File: src/rtl/clp_pkg.sv
package clp_pkg;

   // Handshake phases of the parameter commit exchange
   typedef enum logic [1:0] {
      HS_IDLE = 2'd0,
      HS_WAIT = 2'd1,
      HS_HOLD = 2'd2
   } hs_state_e;

endpackage

File: src/rtl/clp_req_edge.sv
module clp_req_edge (
   input  logic clk,
   input  logic rst_n,
   input  logic req_i,
   output logic rise_o
);

   logic req_q;

   always_ff @(posedge clk) begin
      if (!rst_n) req_q <= 1'b0;
      else        req_q <= req_i;
   end

   assign rise_o = req_i & ~req_q;

endmodule

File: src/rtl/clp_safe_gen.sv
module clp_safe_gen #(
   parameter bit STOPPED_IS_SAFE = 1'b1
) (
   input  logic clk,
   input  logic rst_n,
   input  logic run_i,
   input  logic idle_i,
   output logic in_loop_o,
   output logic safe_o
);

   always_ff @(posedge clk) begin
      if (!rst_n) in_loop_o <= 1'b0;
      else        in_loop_o <= run_i;
   end

   assert_inloop_on_R8 : assert property (@(posedge clk) disable iff (!rst_n)
      run_i |=> in_loop_o);
   assert_inloop_off_R8 : assert property (@(posedge clk) disable iff (!rst_n)
      !run_i |=> !in_loop_o);

   generate
      if (STOPPED_IS_SAFE) begin : g_stop_safe
         assign safe_o = idle_i | ~in_loop_o;
         assert_stopped_safe_R9 : assert property (@(posedge clk) disable iff (!rst_n)
            !in_loop_o |-> safe_o);
      end else begin : g_strobe_only
         assign safe_o = idle_i;
      end
   endgenerate

endmodule

File: src/rtl/clp_hs_fsm.sv
module clp_hs_fsm
   import clp_pkg::*;
(
   input  logic clk,
   input  logic rst_n,
   input  logic req_i,
   input  logic rise_i,
   input  logic safe_i,
   output logic commit_o,
   output logic ack_o
);

   hs_state_e state_q, state_d;

   always_ff @(posedge clk) begin
      if (!rst_n) state_q <= HS_IDLE;
      else        state_q <= state_d;
   end

   always_comb begin
      state_d  = state_q;
      commit_o = 1'b0;
      unique case (state_q)
         HS_IDLE: begin
            if (rise_i) begin
               if (safe_i) begin
                  commit_o = 1'b1;
                  state_d  = HS_HOLD;
               end else begin
                  state_d  = HS_WAIT;
               end
            end
         end
         HS_WAIT: begin
            if (!req_i) begin
               state_d = HS_IDLE;
            end else if (safe_i) begin
               commit_o = 1'b1;
               state_d  = HS_HOLD;
            end
         end
         HS_HOLD: begin
            if (!req_i) state_d = HS_IDLE;
         end
         default: state_d = HS_IDLE;
      endcase
   end

   assign ack_o = (state_q == HS_HOLD);

   assert_ack_needs_req_R5 : assert property (@(posedge clk) disable iff (!rst_n)
      ack_o |-> $past(req_i));
   assert_ack_release_R7 : assert property (@(posedge clk) disable iff (!rst_n)
      (ack_o && !req_i) |=> !ack_o);
   assert_no_recommit_R6 : assert property (@(posedge clk) disable iff (!rst_n)
      ack_o |-> !commit_o);
   assert_commit_needs_req_R4 : assert property (@(posedge clk) disable iff (!rst_n)
      commit_o |-> req_i);

endmodule

File: src/rtl/clp_field_reg.sv
module clp_field_reg #(
   parameter int W = 8
) (
   input  logic         clk,
   input  logic         rst_n,
   input  logic         load_i,
   input  logic [W-1:0] d_i,
   output logic [W-1:0] q_o
);

   generate
      if (W < 1) begin : g_bad_w
         $error("clp_field_reg: W must be at least 1");
      end
   endgenerate

   always_ff @(posedge clk) begin
      if (!rst_n)      q_o <= '0;
      else if (load_i) q_o <= d_i;
   end

   assert_hold_R6 : assert property (@(posedge clk) disable iff (!rst_n)
      !load_i |=> $stable(q_o));

endmodule

File: src/rtl/clp_param_sync.sv
module clp_param_sync #(
   parameter int SETPT_W         = 18,
   parameter int COEF_W          = 64,
   parameter int COEF_INT_W      = 21,
   parameter int DELAY_W         = 16,
   parameter bit STOPPED_IS_SAFE = 1'b1
) (
   input  logic               clk,
   input  logic               rst_n,
   input  logic               run_i,
   input  logic               loop_idle_i,
   input  logic               chg_req_i,
   input  logic [SETPT_W-1:0] setpt_sh_i,
   input  logic [COEF_W-1:0]  kp_sh_i,
   input  logic [COEF_W-1:0]  ki_sh_i,
   input  logic [DELAY_W-1:0] delay_sh_i,
   output logic               chg_ack_o,
   output logic               in_loop_o,
   output logic [SETPT_W-1:0] setpt_o,
   output logic [COEF_W-1:0]  kp_o,
   output logic [COEF_W-1:0]  ki_o,
   output logic [DELAY_W-1:0] delay_o
);

   localparam int COEF_FRAC_W = COEF_W - COEF_INT_W;

   generate
      if (SETPT_W < 2) begin : g_bad_setpt
         $error("clp_param_sync: signed setpoint needs at least 2 bits");
      end
      if (COEF_INT_W < 1 || COEF_FRAC_W < 1) begin : g_bad_coef
         $error("clp_param_sync: coefficient needs integer and fraction bits");
      end
      if (DELAY_W < 1) begin : g_bad_delay
         $error("clp_param_sync: delay width must be positive");
      end
   endgenerate

   logic req_rise;
   logic safe_pt;
   logic commit;

   clp_req_edge u_edge (
      .clk    (clk),
      .rst_n  (rst_n),
      .req_i  (chg_req_i),
      .rise_o (req_rise)
   );

   clp_safe_gen #(.STOPPED_IS_SAFE(STOPPED_IS_SAFE)) u_safe (
      .clk       (clk),
      .rst_n     (rst_n),
      .run_i     (run_i),
      .idle_i    (loop_idle_i),
      .in_loop_o (in_loop_o),
      .safe_o    (safe_pt)
   );

   clp_hs_fsm u_fsm (
      .clk      (clk),
      .rst_n    (rst_n),
      .req_i    (chg_req_i),
      .rise_i   (req_rise),
      .safe_i   (safe_pt),
      .commit_o (commit),
      .ack_o    (chg_ack_o)
   );

   clp_field_reg #(.W(SETPT_W)) u_setpt (
      .clk(clk), .rst_n(rst_n), .load_i(commit), .d_i(setpt_sh_i), .q_o(setpt_o));
   clp_field_reg #(.W(COEF_W)) u_kp (
      .clk(clk), .rst_n(rst_n), .load_i(commit), .d_i(kp_sh_i), .q_o(kp_o));
   clp_field_reg #(.W(COEF_W)) u_ki (
      .clk(clk), .rst_n(rst_n), .load_i(commit), .d_i(ki_sh_i), .q_o(ki_o));
   clp_field_reg #(.W(DELAY_W)) u_delay (
      .clk(clk), .rst_n(rst_n), .load_i(commit), .d_i(delay_sh_i), .q_o(delay_o));

   assert_all_fields_R2 : assert property (@(posedge clk) disable iff (!rst_n)
      $rose(chg_ack_o) |-> (setpt_o == $past(setpt_sh_i) && kp_o == $past(kp_sh_i) &&
                            ki_o == $past(ki_sh_i) && delay_o == $past(delay_sh_i)));
   assert_frozen_in_ack_R6 : assert property (@(posedge clk) disable iff (!rst_n)
      (chg_ack_o && $past(chg_ack_o)) |-> ($stable(setpt_o) && $stable(kp_o) &&
                                           $stable(ki_o) && $stable(delay_o)));

endmodule

File: config.mk
export PLATFORM = sky130hd
export DESIGN_NAME = clp_param_sync
export DESIGN_NICKNAME = d
export VERILOG_FILES = /design/src/rtl/clp_pkg.sv /design/src/rtl/clp_req_edge.sv /design/src/rtl/clp_safe_gen.sv /design/src/rtl/clp_hs_fsm.sv /design/src/rtl/clp_field_reg.sv /design/src/rtl/clp_param_sync.sv
export SDC_FILE = /design/constraint.sdc
export NUM_CORES = 1
export LEC_CHECK = 0
export ABC_CLOCK_PERIOD_IN_PS = 3000
export CAP_MARGIN = 10
export CORE_AREA = 2 2 127 129
export CTS_CLUSTER_SIZE = 14
export DETAILED_ROUTE_END_ITERATION = 10
export DIE_AREA = 0 0 129 131
export PLACE_DENSITY = 0.9
export SYNTH_ARGS = -nofsm -noshare
export SYNTH_HDL_FRONTEND = slang
export SYNTH_SLANG_ARGS = --single-unit
File: constraint.sdc
create_clock -name clk -period 3 [get_ports clk]
set_clock_uncertainty 0.15 [all_clocks]
set_input_delay 0.6 -clock clk [delete_from_list [all_inputs] [get_ports clk]]
set_output_delay 0.6 -clock clk [all_outputs]
set_load 0.005 [all_outputs]
==> run summary, run 1 <==
=================================================================================================
Result of the run                                                                    finished clean
Number of CTS-inserted buffers                                                                 17
CP max-delay cell                                                                    sky130_fd_sc_hd__clkdlybuf4s50_1
CTS-repair resized insts                                                                        0
Top area cells in the synthesized netlist                                            sky130_fd_sc_hd__dfxtp_1 (51%), sky130_fd_sc_hd__mux2i_1 (25%), sky130_fd_sc_hd__nand2_1 (19%), sky130_fd_sc_hd__clkbuf_1 (1.9%), sky130_fd_sc_hd__buf_6 (1.6%)
Row count                                                                                      46
Drt pass-1 iters                                                                                4
Final-report setup violation count                                                              0
Worst-Skew Late Latency                                                                    410 ps
Vertical die dimension                                                                     131 um
Initial antenna violation count                                                                 0
Total number of H-tree levels                                                                   4
Net count reported at finish                                                                 1192
Start-to-end type of the worst setup path                                            register to primary output
Largest buffer count on any clock path                                                          2
Tcrit/Tclk final                                                                            80.0%
Relative slew margins                                                                       61.2%
Total length of routed wires                                                              18.2 mm
Root buffer selected by CTS                                                          sky130_fd_sc_hd__clkbuf_16
Total I/O pin count                                                                           331
Worst-path clk slew                                                                         60 ps
Core box area                                                                          15600 um^2
R2R cell count                                                                                  5
GRT Overall Usage                                                                           20.6%
Power per standard cell area                                                          512 nW/um^2
Final design utilization                                                                    67.6%
Count of synthesis-stage warnings from yosys                                                    0
Final antenna diode count                                                                       0
Wire length per cell after detailed routing                                               14.6 um
Via count of the routed design                                                               5833
Total congestion overflow                                                                       0
Post-Synthesis Net Count                                                                      883
Most frequent cells in the layout                                                    sky130_fd_sc_hd__clkdlybuf4s50_1 (329), sky130_fd_sc_hd__nand2_1 (325), sky130_fd_sc_hd__dfxtp_1 (166)
Slowest stage delay, CP                                                                    560 ps
RSZ-0062 raised after global routing                                                        false
IO buf count                                                                                  330
Drc violations                                                                                  0
Clock net sink count                                                                          166
Shortest period the worst path allows                                                     2400 ps
Min Hold Slack                                                                             303 ps
Syn Inst Count                                                                                716
Number of buffer and inverter instances along the worst setup path                              1
DRT iter0 DRCs                                                                                286
Critical path depth                                                                             2
Average size of a mapped cell                                                           9.13 um^2
Synthesized cell area                                                                   6540 um^2
Number of distinct library cell variants in the gate-level netlist after synthesis             14
Placed cell area                                                                       10000 um^2
Final worst setup slack                                                                    599 ps
Die width                                                                                  129 um
Setup_tns                                                                                    0 ps
TritonCTS clock tree                                                                        built
Area added between synthesis and finish                                                     61.3%
Worst slack at placement                                                                   465 ps
Required @ worst endpoint                                                                 2250 ps
Inst Count DP                                                                                1222
Crit path max fanout                                                                            4
Gate family responsible for the most delay along the worst path                      buffers and inverters
Post-layout instance area                                                              10500 um^2
Proportion of netlist area held by the largest area contributor                             50.8%
Final ANT Viol Nets                                                                             0
Ratio of routed vias to standard cells                                                       4.66
Vias in the first global route                                                               5537
Worst R2R Setup Slack                                                                     1110 ps
Data arrival time at the worst-slack endpoint                                             1650 ps
Startpoint types                                                                         register
Number of synthesized register bits                                                           166
Chain of cells forming the critical path                                             nor2b_1 > clkdlybuf4s50_1
Sequential fraction of the synthesis area                                                   50.8%
Initial core utilization                                                                    41.9%
Leading cell type in the layout, fill and taps excluded                              sky130_fd_sc_hd__clkdlybuf4s50_1
Fraction of layout instances using a drive strength above 1                                 4.05%
Post-layout instance count excluding filler cells                                            1253
Global placer's final weighted congestion                                                   0.829
Max Slew Vio Count                                                                              0
Pin count of the biggest net entering global routing                                           87
Post-DP HPWL                                                                              13.3 mm
Dominant cell type by area after synthesis                                           sky130_fd_sc_hd__dfxtp_1
Worst min-delay path class                                                           register to register
Final hold violation count                                                                      0
Worst-margin pin slew                                                                      583 ps
Number of hold buffers added after cts                                                          0
Global-route wire length before repair                                                    27.2 mm
Hold Path Depth                                                                                 2
# Post-CTS Setup Buffers                                                                        0
Area enclosed by the die boundary                                                      16900 um^2
Static Leak                                                                               4.13 nW
Maximum vdd ir drop                                                                        348 uV
Achievable Freq                                                                           417 MHz
Max-cap violations                                                                              0
Sort of element at the end of the critical path                                      primary output
Total power of the final layout                                                           5.40 mW
=================================================================================================
-- sequential cells by signal (all words and copies together), names as in the netlist --
signal            count
u_delay.q_o          16
u_edge.req_q          1
u_ki.q_o             64
u_setpt.q_o          18
u_kp.q_o             64
u_safe.in_loop_o      1
u_fsm.state_q         2
-- cell usage after synthesis (all sizes together) --
master    n
nand2   325
dfxtp   166
mux2i   162
clkbuf   33
buf      21
nor2b     3
nor4b     2
and2      1
clkinv    1
nor3      1
o21a      1
-- layer usage --
layer | vias to the layer above | GRT usage, % | wire [um]
met5 | - | 0 | 0
met1 | 2674 | 22.1 | 6890
li1 | 2916 | - | -
met2 | 211 | 36.4 | 9300
met4 | 0 | 8.82 | 479
met3 | 32 | 7.82 | 1570
-- path summary, 6_finish.rpt --
| path | startpoint | to |
|---|---|---|
| setup / recovery | u_fsm.state_q[1]$_SDFFE_PN0P_ | chg_ack_o |
| hold / removal | u_delay.q_o[1]$_SDFFE_PN0P_ | u_delay.q_o[1]$_SDFFE_PN0P_ |
| setup reg to reg | u_safe.in_loop_o$_SDFF_PN0_ | u_delay.q_o[0]$_SDFFE_PN0P_ |
| hold reg to reg | u_delay.q_o[1]$_SDFFE_PN0P_ | u_delay.q_o[1]$_SDFFE_PN0P_ |
-- where the power goes --
part / internal (mW) / leakage [nW] / switching [mW]
combinational: 0.597 / 2.53 / 0.355
sequential: 2.35 / 1.36 / 0.0741
clock: 1.16 / 0.245 / 0.863
total: 4.11 / 4.13 / 1.29
-- area by class of cell --
type	instances	area [um^2]
well taps	216	270
clock buffers	23	458
clock inverters	8	77.6
flip-flops and latches	166	3320
multi-input cells	495	2910
fillers	1179	5050
repair buffers	344	3500
inverters	1	3.75
-- logic make-up after synthesis --
logic type	Yosys count	synth area share, %
flops	166	50.8
simple gates	332	19.5
compound gates	1	0.115
mux	162	24.8
buf+inv	55	4.77
-- tightest hold or removal path, stage by stage, from the launching register on --
cell,delay [ps]
sky130_fd_sc_hd__dfxtp_1,310
sky130_fd_sc_hd__nand2_1,50
sky130_fd_sc_hd__mux2i_1,50
Note: power is estimated with default switching activity, not from simulation.
==> inputs of run 2 (changes only) <==
ABC_CLOCK_PERIOD_IN_PS = 2300   (was 3000)
CORE_AREA = not set   (was 2 2 127 129)
CORE_ASPECT_RATIO = 1.25   (was not set)
CORE_UTILIZATION = 40   (was not set)
DIE_AREA = not set   (was 0 0 129 131)
PLACE_DENSITY = 0.86   (was 0.9)
clock period = 2.3 ns   (was 3 ns; I/O delays follow)
==> run 2 against run 1 <==
- register-to-register slack lost 600 ps
- flip-flop and latch count is the same
- global-route usage grew 1.5 points
- die area shrank 0.22%
- largest power group unchanged
==> run summary, run 2 (same netlist as run 1, synthesis figures left out) <==
=================================================================================
Result of the run                                                    finished clean
Global placer's final weighted congestion                                   0.803   -3.1%
Area added between synthesis and finish                                     63.9%
Leading cell type in the layout, fill and taps excluded              sky130_fd_sc_hd__clkdlybuf4s50_1
Net count reported at finish                                                 1198   +0.50%
Die width                                                                  116 um   -9.8%
Final ANT Viol Nets                                                             0   unchanged
Area enclosed by the die boundary                                      16900 um^2   -0.22%
Clock net sink count                                                          166   unchanged
Achievable Freq                                                           449 MHz
Total I/O pin count                                                           331   unchanged
Crit path max fanout                                                            4   unchanged
Proportion of power drawn by the clock network                              40.7%   +3.3 points
Total length of routed wires                                              18.6 mm   +2.0%
Drc violations                                                                  0   unchanged
Static Leak                                                               4.24 nW   +2.5%
Post-layout instance area                                              10700 um^2   +1.6%
Row count                                                                      51   +11%
Global-route wire length before repair                                    28.6 mm   +5.0%
Required @ worst endpoint                                                 1690 ps   -560 ps
Final-report setup violation count                                              0   unchanged
Root buffer selected by CTS                                          sky130_fd_sc_hd__clkbuf_16
Via count of the routed design                                               5794   -0.67%
Tcrit/Tclk final                                                            96.7%
TritonCTS clock tree                                                        built
IO buf count                                                                  330   unchanged
Vertical die dimension                                                     145 um   +11%
Vias in the first global route                                               5787   +4.5%
Biggest regs                                                         u_ki.q_o: 64 flops, u_kp.q_o: 64 flops, u_setpt.q_o: 18 flops
Total power of the final layout                                           7.46 mW   +38%
Pin count of the biggest net entering global routing                           69   -21%
Fraction of layout instances using a drive strength above 1                 5.09%   +1.0 points
Ratio of routed vias to standard cells                                       4.62   -0.75%
Initial core utilization                                                    41.5%   -0.44 points
Drt pass-1 iters                                                                4   unchanged
Number of hold buffers added after cts                                          0   unchanged
Wire length per cell after detailed routing                               14.8 um   +1.9%
Total congestion overflow                                                       0   unchanged
Number of CTS-inserted buffers                                                 17   unchanged
Worst-Skew Late Latency                                                    420 ps   about the same
Most frequent cells in the layout                                    sky130_fd_sc_hd__clkdlybuf4s50_1 (329), sky130_fd_sc_hd__nand2_1 (325), sky130_fd_sc_hd__dfxtp_1 (166)
Worst slack at placement                                                  17.1 ps   -448 ps
Min Hold Slack                                                             304 ps   +1.43 ps
Start-to-end type of the worst setup path                            register to primary output
Initial antenna violation count                                                 0   unchanged
Final hold violation count                                                      0   unchanged
Final antenna diode count                                                       0   unchanged
Post-layout instance count excluding filler cells                            1254   +0.080%
Shortest period the worst path allows                                     2220 ps
Inst Count DP                                                                1224   +0.16%
Post-DP HPWL                                                              13.7 mm   +3.2%
Number of buffer and inverter instances along the worst setup path              1   unchanged
CP max-delay cell                                                    sky130_fd_sc_hd__clkdlybuf4s50_1
Gate family responsible for the most delay along the worst path      buffers and inverters
Chain of cells forming the critical path                             nor2b_2 > clkdlybuf4s50_1
Worst min-delay path class                                           register to register
Maximum vdd ir drop                                                        403 uV   +16%
Switch share                                                                23.1%   -0.79 points
Data arrival time at the worst-slack endpoint                             1610 ps   -40 ps
Worst-margin pin slew                                                      445 ps   -138 ps
Cell-internal power                                                       5.73 mW   +40%
GRT Overall Usage                                                           22.0%   +1.5 points
Total number of H-tree levels                                                   4   unchanged
Power dissipated by switching net loads                                   1.73 mW   +34%
Placed cell area                                                       10100 um^2   +0.79%
Power per standard cell area                                          696 nW/um^2   +36%
Relative slew margins                                                       70.3%   +9.2 points
Core box area                                                          15800 um^2   +1.1%
Sort of element at the end of the critical path                      primary output
Startpoint types                                                         register
DRT iter0 DRCs                                                                295   +3.1%
Max Slew Vio Count                                                              0   unchanged
Sequential fraction of design power                                         42.4%   -2.5 points
Logic gate share of total power                                             16.9%   -0.7 points
Largest buffer count on any clock path                                          2   unchanged
Slowest stage delay, CP                                                    560 ps   about the same
Final worst setup slack                                                   75.2 ps   -524 ps
Max-cap violations                                                              0   unchanged
Worst-path clk slew                                                         60 ps   about the same
=================================================================================
==> run 2: cell count changes in the layout (fill, tap and decap cells not counted), sizes merged <==
cell      delta
clkinv       +1
clkinvlp     -4
buf          +7
inv          +3
bufinv       +3
clkbuf       -5
==> run 2: per-stage QoR <==
| stage | util, % | TNS [ps] |
|---|---|---|
| 3_5_place_dp | 64.0 | 0 |
| 4_1_cts | 68.0 | 0 |
| 3_3_place_gp | 64.0 | 0 |
| 2_1_floorplan | - | 0 |
| 6_report | 68.0 | 0 |
| 5_1_grt | 68.0 | -5.85 |
==> run 2: what timing repair did <==
| action | CTS | global route |
|---|---|---|
| resized for setup | 0 | 1 |
| setup endpoints to repair | 0 | 1 |
| setup buffers | 0 | 0 |
==> run 2: area by class of cell <==
| class | instances | area, um^2 |
|---|---|---|
| flip-flops and latches | 166 | 3320 |
| clock inverters | 11 | 173 |
| multi-input cells | 495 | 2910 |
| fillers | 1155 | 5050 |
| clock buffers | 19 | 453 |
| inverters | 1 | 3.75 |
| repair buffers | 350 | 3580 |
| well taps | 212 | 265 |
==> run 2: power by group through the flow <==
stage          logic [mW]  registers (mW)  clock network [mW]
6_report             1.26            3.16                3.03
3_5_place_dp         1.27            3.23                   0
2_1_floorplan       0.476            3.24                   0
3_3_place_gp         1.24            3.22                   0
5_1_grt              1.36            3.19                3.21
4_1_cts              1.28            3.16                3.11
==> run 2: worst paths after layout <==
check	end	from	slack, ps	cells after the start
worst max-delay path	chg_ack_o	u_fsm.state_q[1]$_SDFFE_PN0P_	80	2
worst min-delay path	u_ki.q_o[10]$_SDFFE_PN0P_	u_ki.q_o[10]$_SDFFE_PN0P_	300	2
worst max register to register	u_kp.q_o[55]$_SDFFE_PN0P_	u_safe.in_loop_o$_SDFF_PN0_	510	5
worst min register to register	u_ki.q_o[10]$_SDFFE_PN0P_	u_ki.q_o[10]$_SDFFE_PN0P_	300	2
==> run 2: layer usage <==
metal | wire (um) | vias to the layer above | track usage, %
li1 | - | 2918 | -
met1 | 7110 | 2632 | 22.3
met2 | 9480 | 206 | 39.8
met3 | 1440 | 38 | 7.02
met4 | 575 | 0 | 10.6
met5 | 0 | - | 0
==> run 2: worst register-to-register path, delay by kind of cell (launching register included) <==
family	cells	cell delay, ps
and+or+nand+nor	2	480
buffers and inverters	2	470
DFF	1	330
muxes	1	270
